<file path="config.mk">
export PLATFORM = sky130hd
export DESIGN_NAME = pixel_remapper
export DESIGN_NICKNAME = d
export VERILOG_FILES = /design/src/rtl/remap_pkg.sv /design/src/rtl/remap_raster.sv /design/src/rtl/remap_addr_gen.sv /design/src/rtl/remap_accum.sv /design/src/rtl/pixel_remapper.sv
export SDC_FILE = /design/constraint.sdc
export NUM_CORES = 1
export LEC_CHECK = 0
export BUFFER_PORTS_ARGS = -buffer_cell sky130_fd_sc_hd__buf_2
export CAP_MARGIN = 25
export CORE_ASPECT_RATIO = 0.5
export CORE_UTILIZATION = 45
export CTS_CLUSTER_SIZE = 8
export DETAILED_ROUTE_END_ITERATION = 10
export PLACE_DENSITY = 0.67
export SYNTH_ARGS = -nofsm -noshare
export SYNTH_HDL_FRONTEND = slang
export SYNTH_SLANG_ARGS = --single-unit
</file>
<file path="constraint.sdc">
create_clock -name clk -period 5.14 [get_ports clk]
set_input_delay 0.257 -clock clk [delete_from_list [all_inputs] [get_ports clk]]
set_output_delay 0.257 -clock clk [all_outputs]
set_load 0.02 [all_outputs]
</file>
<file path="src/rtl/remap_pkg.sv">
package remap_pkg;

    localparam int ENTRY_W = 32;
    localparam int IDX_W   = 29;
    localparam int PIX_W   = 16;

    typedef struct packed {
        logic [4:0] r;
        logic [5:0] g;
        logic [4:0] b;
    } rgb565_t;

    typedef struct packed {
        logic [6:0] r;
        logic [7:0] g;
        logic [6:0] b;
    } rgb_sum_t;

    typedef struct packed {
        logic [IDX_W-1:0] idx;
        logic             odd;
        logic             hx;
        logic             hy;
    } entry_t;

    typedef enum logic [2:0] {
        S_IDLE, S_LREQ, S_LWAIT, S_SREQ, S_SWAIT, S_OUT, S_DONE
    } state_t;

    function automatic logic entry_invalid(entry_t e);
        return &e.idx;
    endfunction

    function automatic rgb_sum_t sum_add(rgb_sum_t s, rgb565_t p);
        rgb_sum_t n;
        n.r = s.r + {2'b00, p.r};
        n.g = s.g + {2'b00, p.g};
        n.b = s.b + {2'b00, p.b};
        return n;
    endfunction

    function automatic rgb565_t sum_shift(rgb_sum_t s, logic [1:0] sh);
        rgb565_t  o;
        logic [6:0] tr, tb;
        logic [7:0] tg;
        tr = s.r >> sh;
        tg = s.g >> sh;
        tb = s.b >> sh;
        o.r = tr[4:0];
        o.g = tg[5:0];
        o.b = tb[4:0];
        return o;
    endfunction

endpackage

</file>
<file path="src/rtl/remap_raster.sv">
module remap_raster #(
    parameter int W      = 800,
    parameter int H      = 480,
    parameter int ADDR_W = 32
) (
    input  logic              clk,
    input  logic              rst,
    input  logic              clear,
    input  logic              advance,
    output logic [ADDR_W-1:0] lin_idx,
    output logic              last
);
    localparam int XW = (W > 1) ? $clog2(W) : 1;
    localparam int YW = (H > 1) ? $clog2(H) : 1;

    logic [XW-1:0] x_q;
    logic [YW-1:0] y_q;

    assign last = (x_q == XW'(W-1)) && (y_q == YW'(H-1));

    always_ff @(posedge clk) begin
        if (rst || clear) begin
            x_q     <= '0;
            y_q     <= '0;
            lin_idx <= '0;
        end else if (advance && !last) begin
            lin_idx <= lin_idx + 1'b1;
            if (x_q == XW'(W-1)) begin
                x_q <= '0;
                y_q <= y_q + 1'b1;
            end else begin
                x_q <= x_q + 1'b1;
            end
        end
    end

    // raster position stays inside the output frame
    a_r1_in_frame: assert property (@(posedge clk) disable iff (rst)
        (x_q <= XW'(W-1)) && (y_q <= YW'(H-1)));

endmodule

</file>
<file path="src/rtl/remap_addr_gen.sv">
module remap_addr_gen
    import remap_pkg::*;
#(
    parameter int ADDR_W = 32
) (
    input  entry_t            entry,
    input  logic [1:0]        step,
    input  logic [ADDR_W-1:0] even_base,
    input  logic [ADDR_W-1:0] odd_base,
    input  logic [IDX_W-1:0]  line_w,
    output logic [ADDR_W-1:0] addr,
    output logic              last_step,
    output logic [1:0]        shamt
);
    logic dx, dy, use_odd;
    logic [ADDR_W-1:0] row_add;

    always_comb begin
        dx        = entry.hx & step[0];
        dy        = entry.hy & (entry.hx ? step[1] : step[0]);
        use_odd   = entry.odd ^ dy;
        row_add   = (dy && entry.odd) ? ADDR_W'(line_w) : '0;
        addr      = (use_odd ? odd_base : even_base) + ADDR_W'(entry.idx)
                  + ADDR_W'(dx) + row_add;
        last_step = (step == {entry.hx & entry.hy, entry.hx | entry.hy});
        shamt     = {1'b0, entry.hx} + {1'b0, entry.hy};
    end

endmodule

</file>
<file path="src/rtl/remap_accum.sv">
module remap_accum
    import remap_pkg::*;
(
    input  logic       clk,
    input  logic       rst,
    input  logic       clear,
    input  logic       add,
    input  rgb565_t    pix,
    input  logic [1:0] shamt,
    output rgb565_t    avg
);
    rgb_sum_t sum_q;

    always_ff @(posedge clk) begin
        if (rst || clear) sum_q <= '0;
        else if (add)     sum_q <= sum_add(sum_q, pix);
    end

    assign avg = sum_shift(sum_q, shamt);

    // a four-term sum never exceeds four full-scale channels
    a_r5_sum_range: assert property (@(posedge clk) disable iff (rst)
        (sum_q.r <= 7'd124) && (sum_q.g <= 8'd252) && (sum_q.b <= 7'd124));

endmodule

</file>
<file path="src/rtl/pixel_remapper.sv">
module pixel_remapper
    import remap_pkg::*;
#(
    parameter int OUT_W  = 800,
    parameter int OUT_H  = 480,
    parameter int ADDR_W = 32
) (
    input  logic              clk,
    input  logic              rst,
    input  logic              start,
    input  logic [ADDR_W-1:0] lut_base,
    input  logic [ADDR_W-1:0] even_base,
    input  logic [ADDR_W-1:0] odd_base,
    input  logic [28:0]       line_width,
    output logic              lut_req,
    output logic [ADDR_W-1:0] lut_addr,
    input  logic              lut_rvalid,
    input  logic [31:0]       lut_rdata,
    output logic              src_req,
    output logic [ADDR_W-1:0] src_addr,
    input  logic              src_rvalid,
    input  logic [15:0]       src_rdata,
    output logic              pix_valid,
    output logic [15:0]       pix_data,
    input  logic              pix_ready,
    output logic              done
);
    state_t            state;
    logic [ADDR_W-1:0] lut_base_q, even_q, odd_q;
    logic [IDX_W-1:0]  lw_q;
    entry_t            entry_q;
    logic [1:0]        step_q;
    logic [ADDR_W-1:0] lin_idx;
    logic              last_px, last_step;
    logic [1:0]        shamt;
    rgb565_t           avg;
    logic              acc_clear, acc_add, accept;

    assign accept    = (state == S_OUT) && pix_ready;
    assign acc_clear = (state == S_LWAIT) && lut_rvalid;
    assign acc_add   = (state == S_SWAIT) && src_rvalid;

    remap_raster #(.W(OUT_W), .H(OUT_H), .ADDR_W(ADDR_W)) u_raster (
        .clk(clk), .rst(rst),
        .clear((state == S_IDLE) && start),
        .advance(accept),
        .lin_idx(lin_idx), .last(last_px)
    );

    remap_addr_gen #(.ADDR_W(ADDR_W)) u_addr (
        .entry(entry_q), .step(step_q),
        .even_base(even_q), .odd_base(odd_q), .line_w(lw_q),
        .addr(src_addr), .last_step(last_step), .shamt(shamt)
    );

    remap_accum u_accum (
        .clk(clk), .rst(rst), .clear(acc_clear), .add(acc_add),
        .pix(rgb565_t'(src_rdata)), .shamt(shamt), .avg(avg)
    );

    always_ff @(posedge clk) begin
        if (rst) begin
            state      <= S_IDLE;
            lut_base_q <= '0;
            even_q     <= '0;
            odd_q      <= '0;
            lw_q       <= '0;
            entry_q    <= '0;
            step_q     <= '0;
        end else begin
            case (state)
                S_IDLE: if (start) begin
                    lut_base_q <= lut_base;
                    even_q     <= even_base;
                    odd_q      <= odd_base;
                    lw_q       <= line_width;
                    state      <= S_LREQ;
                end
                S_LREQ: state <= S_LWAIT;
                S_LWAIT: if (lut_rvalid) begin
                    entry_q <= entry_t'(lut_rdata);
                    step_q  <= '0;
                    state   <= entry_invalid(entry_t'(lut_rdata)) ? S_OUT : S_SREQ;
                end
                S_SREQ: state <= S_SWAIT;
                S_SWAIT: if (src_rvalid) begin
                    if (last_step) state <= S_OUT;
                    else begin
                        step_q <= step_q + 1'b1;
                        state  <= S_SREQ;
                    end
                end
                S_OUT: if (pix_ready) state <= last_px ? S_DONE : S_LREQ;
                S_DONE: state <= S_IDLE;
                default: state <= S_IDLE;
            endcase
        end
    end

    assign lut_req   = (state == S_LREQ);
    assign lut_addr  = lut_base_q + lin_idx;
    assign src_req   = (state == S_SREQ);
    assign pix_valid = (state == S_OUT);
    assign pix_data  = entry_invalid(entry_q) ? 16'h0000 : 16'(avg);
    assign done      = (state == S_DONE);

    // a stalled pixel stays valid and unchanged
    a_r7_hold: assert property (@(posedge clk) disable iff (rst)
        pix_valid && !pix_ready |=> pix_valid && $stable(pix_data));
    // the two memory ports never request together
    a_r11_one_port: assert property (@(posedge clk) disable iff (rst)
        !(lut_req && src_req));
    // no back-to-back requests
    a_r11_no_burst: assert property (@(posedge clk) disable iff (rst)
        (lut_req || src_req) |=> !(lut_req || src_req));
    // done is a single-cycle pulse with no pixel alongside
    a_r8_done_pulse: assert property (@(posedge clk) disable iff (rst)
        done |=> !done && !pix_valid);
    // an invalid word never triggers a source read
    a_r6_no_read: assert property (@(posedge clk) disable iff (rst)
        (state == S_LWAIT) && lut_rvalid && (&lut_rdata[31:3]) |=> !src_req);

endmodule

</file>
-- Word-level counts from Yosys, hierarchy flattened
Cells that the tools add are included.
- output and inout port bits: 84
- word-level logic and storage cells: 86
- input port bits: 179
- bits in registers: 235
- shift operators: 3
- reductions and logical operators: 19
- equality and inequality tests: 14
- add/sub/neg operators: 12
- bitwise logic cells: 5
- mux-type cells: 17
- operator list (kind ; number):
    adder 32 bit ; 2
    AND reduction 29 bit ; 2
    adder 32 x 1 -> 32 bit ; 1
    adder 32 x 1 -> 32 bit, second input constant ; 1
    adder 32 x 29 -> 32 bit ; 1
    2-to-1 mux 32 bit ; 1
    2-to-1 mux 29 bit ; 1
    2-to-1 mux 3 bit ; 7
    case mux 3 bit (6 select lines) ; 1
    2-to-1 mux 16 bit ; 1
    adder 7 x 5 -> 7 bit ; 2
    >> shifter 7 x 2 -> 5 bit ; 2
    adder 10 x 1 -> 10 bit, second input constant ; 1
    == test 10 bit, second input constant ; 1
    2-to-1 mux 10 bit ; 1
    adder 9 x 1 -> 9 bit, second input constant ; 1
    == test 3 bit, second input constant ; 3
    == test 9 bit, second input constant ; 1
    adder 8 x 6 -> 8 bit ; 1
    inequality test 2 bit, second input constant ; 4
    AND reduction 4 bit ; 2
    >> shifter 8 x 2 -> 6 bit ; 1
    logical AND 1 bit ; 7
    == test 3 x 2 -> 1 bit, second input constant ; 2
    other kinds (16) ; 23

-- Longest topological paths before layout
Gate-level depths: netlist (run 1).
- word-level depth: 7
- mapped depth: 17

-- Cells and area by module
From an unflattened synthesis (run 1), not the netlist that was laid out.
- cell total of the unflattened synthesis: 1949
- area total of the unflattened synthesis: 15178.3 um2
- modules (own cells, without submodules) (module ; area each (um2) ; sequential area each (um2) ; cells an instance ; instances):
    pixel_remapper ; 7667.4 ; 3243.1 ; 1022 ; 1
    remap_addr_gen ; 3105.5 ; 0.0 ; 426 ; 1
    remap_raster ; 2523.7 ; 1021.0 ; 298 ; 1
    remap_accum ; 1881.8 ; 440.4 ; 203 ; 1

-- Worst setup path after synthesis (run 1)
OpenSTA, ideal clock, no wires.
- kind: register -> output
- start: register entry_q[1] in the netlist's numbering
- end: output src_addr[30]
- path slack: 0.245 ns
- stages on the path, launching flop included: 17
- arrival time: 4.638 ns
- cell sequence: dfxtp_1 mux2i_1 nor2_1 ha_1 clkbuf_1 buf_1 mux2_2 fa_1 ha_1 fa_1 a21o_1 a221oi_2 o211ai_2 a211oi_2 o31ai_2 a221oi_2 xor2_1
- word-level cells in the longest chain between the ends: 7
- RTL lines (element ; line ; text):
    start, declared ; pixel_remapper.sv:31 ; entry_t entry_q;
    start signal, assigned ; pixel_remapper.sv:81 ; entry_q <= entry_t'(lut_rdata);
    2-to-1 mux 1 bit ; remap_addr_gen.sv:20 ; dy = entry.hy & (entry.hx ? step[1] : step[0]);
    AND 1 bit ; remap_addr_gen.sv:20 ;
    bitwise XOR 1 bit ; remap_addr_gen.sv:21 ; use_odd = entry.odd ^ dy;
    2-to-1 mux 32 bit ; remap_addr_gen.sv:23 ; addr = (use_odd ? odd_base : even_base) + ADDR_W'(entry.idx)
    adder 32 x 29 -> 32 bit ; remap_addr_gen.sv:23 ;
    adder 32 x 1 -> 32 bit ; remap_addr_gen.sv:24 ; + ADDR_W'(dx) + row_add;
    adder 32 bit (*) ; remap_addr_gen.sv:24 ;
    end, declared ; pixel_remapper.sv:20 ; output logic [ADDR_W-1:0] src_addr,
Mark *: on every way between the ends. The rest lies on a longest branch, timed or not.

-- Final worst setup path (run 1)
Ends and elaborated chain as after synthesis.

==> results of run 1 <==
[cell families (layout without fill, tap and decap cells)]
kind of cell,count (synthesis),after routing,share of synthesized area [%]
AO/OA/AOI/OAI,406,406,16.66
multiplexers,54,54,4.757
flip-flops,235,235,32.22
other,0,4,0
XOR/XNOR,114,114,6.839
AND/OR/NAND/NOR,725,725,22.27
adder cells (fa/ha/maj),117,117,11.78
buffers and inverters,209,528,5.477
[power by group through the flow]
stage,clock network [mW],logic [mW],registers [mW]
floorplan,0,1.35,2.18
global placement,0,1.85,2.25
detailed placement,0,1.90,2.25
CTS,2.10,1.97,2.22
global route,2.18,2.18,2.25
finish,2.06,1.98,2.22
[what timing repair did]
action | CTS | global route
gates cloned | 0 | 0
endpoints found under the setup margin | 4 | 12
gates resized for setup | 2 | 13
hold buffers | 97 | 0
pin swaps | 2 | 6
buffers inserted | 0 | 3
endpoints found under the hold margin | 97 | 0
[per-stage QoR]
stage	hold WS [ns]	util (%)	cells	area (um2)	setup WS, ns
final	0.01496	57.57	2615	18290	0.2060
after global routing	0.006139	57.56	2614	18290	0.002016
after CTS	0.0009617	57.20	2607	18170	-0.01061
after global placement	0.4424	50.89	2469	16170	0.5511
after detailed placement	0.4461	51.15	2472	16250	0.4546
after floorplan	0.3930	-	1860	14600	0.2451
[routing by layer]
| layer | GRT usage [%] | part of all wire [%] |
|---|---|---|
| met5 | 0 | 0 |
| met4 | 9.139 | 3.3 |
| met3 | 3.873 | 4.8 |
| met2 | 41.99 | 47 |
| met1 | 33.49 | 45 |
[layout by cell type, fill, tap and decap left out, types with 10 or more instances in the layout]
cell | netlist | layout
nand2_1 | 421 | 421
buf_2 | 9 | 260
a21oi_1 | 239 | 239
dfxtp_1 | 235 | 234
nor2_1 | 120 | 119
inv_1 | 114 | 114
dlygate4sd3_1 | 0 | 97
ha_1 | 83 | 81
xor2_1 | 59 | 59
xnor2_1 | 55 | 55
o21ai_0 | 40 | 40
mux2i_1 | 39 | 38
nand4_1 | 38 | 38
clkbuf_16 | 0 | 37
fa_1 | 34 | 33
nor2b_1 | 29 | 29
nand3_1 | 25 | 24
a21o_1 | 17 | 17
a211oi_1 | 16 | 16
and3_1 | 16 | 15
and2_1 | 13 | 13
nor3_1 | 13 | 13
o21ai_1 | 12 | 12
mux4_2 | 12 | 12
buf_4 | 1 | 12
o21a_1 | 11 | 11
a31oi_1 | 10 | 10
[flip-flops by register name, summed over array words and instances, names as in the netlist]
name / count
u_accum.sum_q: 22
u_raster.lin_idx: 32
step_q: 2
lw_q: 29
u_raster.y_q: 9
u_raster.x_q: 10
lut_base_q: 32
even_q: 32
state: 3
entry_q: 32
odd_q: 32
[worst max path at each step]
stage                             from            to  slack (ns)  cells past startpoint
6_report       entry_q[1]$_SDFFE_PP0P_  src_addr[30]        0.21                     15
3_3_place_gp   entry_q[1]$_SDFFE_PP0P_  src_addr[30]        0.55                     15
5_1_grt        entry_q[1]$_SDFFE_PP0P_  src_addr[30]       0.002                     15
4_1_cts        entry_q[1]$_SDFFE_PP0P_  src_addr[30]       -0.01                     15
3_5_place_dp   entry_q[1]$_SDFFE_PP0P_  src_addr[30]        0.45                     16
2_1_floorplan  entry_q[1]$_SDFFE_PP0P_  src_addr[30]        0.25                     16
[worst reg2reg max path, delay by kind of cell (launching register included)]
kind | cells | cell delay [ns]
AND/OR/NAND/NOR | 3 | 1.20
AO/OA/AOI/OAI | 1 | 0.17
buffers and inverters | 1 | 0.74
flip-flops | 1 | 0.39
[area by class of cell]
class / instances / area share (%)
flip-flops and latches: 235 / 25.73
well taps: 432 / 2.955
clock buffers: 37 / 5.062
multi-input cells: 1416 / 50.19
repair buffers: 374 / 13.59
inverters: 116 / 2.381
clock inverters: 1 / 0.04105
diodes: 4 / 0.05473
==> impl_metrics.yaml, run 1 <==
run_status:
  status: "complete, no violations"
timing:
  fin_crit_sh_pct: 95.99
  hold_violations: 0
  min_period_ns: 4.934
  rsz0062_at_grt: "no"
  finalSetupViolations: 0
  fin_worst_skew_ns: 0.01145
  slew_headroom_pct: 37.94
  fin_setup_tns_ns: 0
  slew_viol_final: 0
  max_freq_mhz: 202.7
  worstMarginPinSlew_ns: 0.9309
global_routing:
  grt_first_pass_wirelength_um: 67500
  grt_usage_pct: 25.23
  antenna_found_initial: 3
  grt_pass1_vias: 13109
  grt_overflow: 0
  grt_max_degree: 98
worst_setup_path:
  r2r_slack_ns: 2.56
  crit_path_cell_trace: "mux2i_2, nor2_2, ha_4, mux2_2, fa_1, ha_2, fa_2, a21o_1, a221oi_4, o211ai_2, a211oi_2, o31ai_4, a221oi_2, xor2_1, buf_4"
  slowest_delay_ns: 0.46
  critPathMaxFanout: 5
  cp_top_family: "compound AO/OA/AOI/OAI gates"
  arrival_ns: 4.68
  startpoint_type: "register"
  cp_num_buf_inv: 1
  worst_path_max_delay_cell: "fa_1"
  path_class: "reg2out"
  required_ns: 4.88
  cp-end-kind: "output pin"
  r2r-end: "lw_q[16]$_SDFFE_PP0P_"
  r2r_start: "state[2]$_SDFFE_PP0P_"
  reg2reg_depth: 5
hold_path:
  worstHoldStart: "even_base[20]"
  whs_endpoint: "even_q[20]$_SDFFE_PP0P_"
  min_path_type: "in2reg"
  holdPathStages: 3
power_and_ir_drop:
  switchingPower_mw: 2.241
  peakVddDrop_mv: 0.1949
  power_mw: 6.254
  p_per_area_nw_per_um2: 341.9
  swShare_pct: 35.83
  seq_power_share_pct: 35.5
  pwr-share-comb_pct: 31.6
  clock_power_share_pct: 32.9
  p_leak_nw: 7.846
  p_int_mw: 4.013
synthesis:
  synth_edf_count: 0
  ys.warnings.count: 0
  avgSynthCellArea_um2: 7.849
  async_flop_share_pct: 0
  syn_inst: 1860
  synth_top_area_share_pct: 32.22
  yosysMostFrequentCell: "nand2_1"
  ys_ff_latch: 235
  synth_cell_types: 88
  synth_top_cell_by_area: "dfxtp_1"
  syn_area_um2: 14600
  yosysSeqAreaShare_pct: 32.22
  yosys-top-cells-count: "nand2_1 (421), a21oi_1 (239), dfxtp_1 (235)"
  synth.net_count: 2156
  synthTopCellsByArea: "dfxtp_1 (32%), nand2_1 (11%), a21oi_1 (8.2%), ha_1 (7.1%), fa_1 (4.7%)"
  synthFlopType: "dfxtp_1"
route:
  ant_nets: 0
  wl_um: 42990
  vias_per_cell: 5.312
  first_pass_iters: 5
  drtIter0Drc: 1034
  dr_total_vias: 13892
  wl_per_cell_um: 16.44
  drc: 0
floorplanning:
  initial_core_util_pct: 45.95
  fp-row-count: 46
  ios: 263
  core_um2: 31770
  chipWidth_um: 256.7
  dieArea_um2: 33210
  die_h_um: 129.4
job:
  drv_cap: 0
clock_tree:
  clk_path_buf_depth: 3
  cts_buffers: 35
  clk_pin_slew_worst_paths_ns: 0.05
  clkLatencyLatePin_ns: 0.50
  htreeDepth: 2
  cts_tree: "built"
  clkSinkCount: 235
  root_buffer: "clkbuf_16"
placed_design:
  port_buffers: 262
  place_congestion: 0.9326
  dp_hpwl_um: 31320
cells_and_area:
  drive_gt1_share_pct: 17.03
  nFillCells: 2951
  syn2layout_area_growth_pct: 25.28
  multi_input_area_um2: 9180
  seqCellArea_um2: 4706
  nets: 2474
(Power assumes the default switching activity.)
==> run 2, diff against run 1 <==
--- a/config.mk
+++ b/config.mk
@@ -6,12 +6,13 @@
 export NUM_CORES = 1
 export LEC_CHECK = 0
 export BUFFER_PORTS_ARGS = -buffer_cell sky130_fd_sc_hd__buf_2
-export CAP_MARGIN = 25
+export CAP_MARGIN = 20
 export CORE_ASPECT_RATIO = 0.5
 export CORE_UTILIZATION = 45
 export CTS_CLUSTER_SIZE = 8
 export DETAILED_ROUTE_END_ITERATION = 10
-export PLACE_DENSITY = 0.67
+export PLACE_DENSITY = 0.69
+export SLEW_MARGIN = 40
 export SYNTH_ARGS = -nofsm -noshare
 export SYNTH_HDL_FRONTEND = slang
 export SYNTH_SLANG_ARGS = --single-unit
==> constraint.sdc (replaced) <==
create_clock -name clk -period 4.5 [get_ports clk]
set_input_delay 0.225 -clock clk [delete_from_list [all_inputs] [get_ports clk]]
set_output_delay 0.225 -clock clk [all_outputs]
set_load 0.02 [all_outputs]
==> run 2 against run 1 <==
The flow now finishes with violations (setup timing). Worst setup slack got worse by 0.50 ns. Clock power rose by 17%. Design area increased by 6.4%. Hold slack improved by 0.0084 ns. Global-route usage up 0.91 points. Critical path depth increased by 1. Core utilization rose by 3.7 points. Register-to-register slack got worse by 0.80 ns. First-iteration DRC count rose by 13%. Count of clock-buffer cells in the layout increased by 1. Largest power group unchanged. Highest routed layer unchanged.
==> impl_metrics.yaml, run 2 (synthesis results as in run 1) <==
run_status:
  failed_checks: "setup timing"
  status: "complete, but fails checks"
floorplanning:
  core_um2: 31770
  ios: 263
  dieArea_um2: 33210
  initial_core_util_pct: 45.95
  fp-row-count: 46
  die_h_um: 129.4
  chipWidth_um: 256.7
worst_setup_path:
  reg2reg_depth: 5
  required_ns: 4.28
  slowest_delay_ns: 0.43
  cp_num_buf_inv: 2
  startpoint_type: "register"
  path_class: "reg2out"
  worst_path_max_delay_cell: "fa_1"
  cp_common_cell: "buf_4"
  cp-end-kind: "output pin"
  critPathMaxFanout: 4
  crit_path_cell_trace: "mux2i_1, nor2_2, ha_4, mux2_4, fa_1, ha_2, fa_2, a21o_1, a221oi_4, o211ai_2, a211oi_2, o31ai_4, buf_4, a41oi_2, xnor2_1, buf_4"
  cp_top_family: "adder cells"
  cp.depth: 16
  arrival_ns: 4.57
cells_and_area:
  syn2layout_area_growth_pct: 33.32
  nFillCells: 2740
  final_common_cell: "nand2_1"
  utilization_pct: 61.26
  nets: 2556
  most-common-layout-cells: "nand2_1 (421), buf_2 (241), dfxtp_1 (234), a21oi_1 (223), dlygate4sd3_1 (152)"
  instances_no_fill: 2703
  drive_gt1_share_pct: 20.03
hold_path:
  min_path_type: "in2reg"
  holdPathStages: 3
global_routing:
  grt_usage_pct: 26.14
  grt_first_pass_wirelength_um: 70570
  grt_overflow: 0
  grt_max_degree: 105
  grt_pass1_vias: 13830
  antenna_found_initial: 8
timing:
  fin_setup_tns_ns: -1.916
  hold_violations: 0
  rsz0062_at_grt: "yes"
  slew_viol_final: 0
  fin_crit_sh_pct: 106.5
  worstMarginPinSlew_ns: 0.8395
  slew_headroom_pct: 44.04
  max_freq_mhz: 208.6
  min_period_ns: 4.793
  finalSetupViolations: 14
  fin_worst_skew_ns: 0.01996
  setup_ws_ns: -0.2932
  worst_hold_slack_ns: 0.02337
power_and_ir_drop:
  p_leak_nw: 8.259
  peakVddDrop_mv: 0.2445
  p_per_area_nw_per_um2: 379.1
route:
  drc: 0
  ant_nets: 0
  drtIter0Drc: 1166
  wl_per_cell_um: 16.85
  vias_per_cell: 5.425
  first_pass_iters: 5
  wl_um: 45560
  dr_total_vias: 14665
placed_design:
  dp_hpwl_um: 31070
  place_ws_ns: 0.08743
  place_congestion: 0.9283
  port_buffers: 262
  placed_cells: 2484
clock_tree:
  clkLatencyLatePin_ns: 0.51
  cts_tree: "built"
  clk_path_buf_depth: 3
  clk_pin_slew_worst_paths_ns: 0.05
  root_buffer: "clkbuf_16"
  htreeDepth: 2
  cts_buffers: 35
  clkSinkCount: 235
job:
  drv_cap: 0
==> run 2: worst paths after layout <==
check	to	from	slack, ns
worst min register to register	odd_q[31]$_SDFFE_PP0P_	odd_q[31]$_SDFFE_PP0P_	0.45
worst max register to register	u_raster.x_q[5]$_SDFFE_PP0P_	state[2]$_SDFFE_PP0P_	1.76
worst max-delay path	src_addr[26]	entry_q[1]$_SDFFE_PP0P_	-0.29
worst min-delay path	entry_q[16]$_SDFFE_PP0P_	lut_rdata[16]	0.02
==> run 2: final cells by class <==
type	instances	area, um2	area share, %
antenna	9	22.52	0.1157
clock buffer	38	929.6	4.776
clock inverter	1	30.03	0.1543
inverter	116	435.4	2.237
multi-input combinational	1416	9512	48.87
sequential	235	4706	24.18
tap	432	540.5	2.777
timing repair buffer	456	3288	16.89
==> run 2: metal layers <==
layer	vias to the layer above	share of wire (%)	global-route usage, %
li1	7116	-	-
met2	476	48	44.71
met4	0	3.9	10.78
met3	143	5.2	3.795
met5	-	0	0
met1	6930	43	33.47
==> run 2: timing repair <==
| item | 4_1_cts | 5_1_grt |
|---|---|---|
| hold endpoints to repair | 151 | 1 |
| pin swaps | 19 | 21 |
| gates resized for setup | 30 | 73 |
| gates cloned | 1 | 0 |
| endpoints found under the setup margin | 19 | 22 |
| hold buffers | 151 | 1 |
| setup buffers | 10 | 8 |
==> run 2: power breakdown <==
group	leakage [nW]	switching, mW	internal (mW)
Combinational	5.87	1.51	0.903
Sequential	1.91	0.210	2.35
Clock	0.471	0.911	1.49
Total	8.26	2.63	4.74
==> run 2: through the flow <==
step	instance area (um2)	total power, mW
2_1_floorplan	14620	4.035
3_3_place_gp	16310	4.689
3_5_place_dp	16320	4.712
4_1_cts	19050	7.277
5_1_grt	19460	7.765
6_report	19460	7.378
==> run 2: worst register-to-register path: cells and delay by family (launching register included) <==
family	cells	cell delay [ns]
flip-flops	1	0.39
AND/OR/NAND/NOR	5	2.22
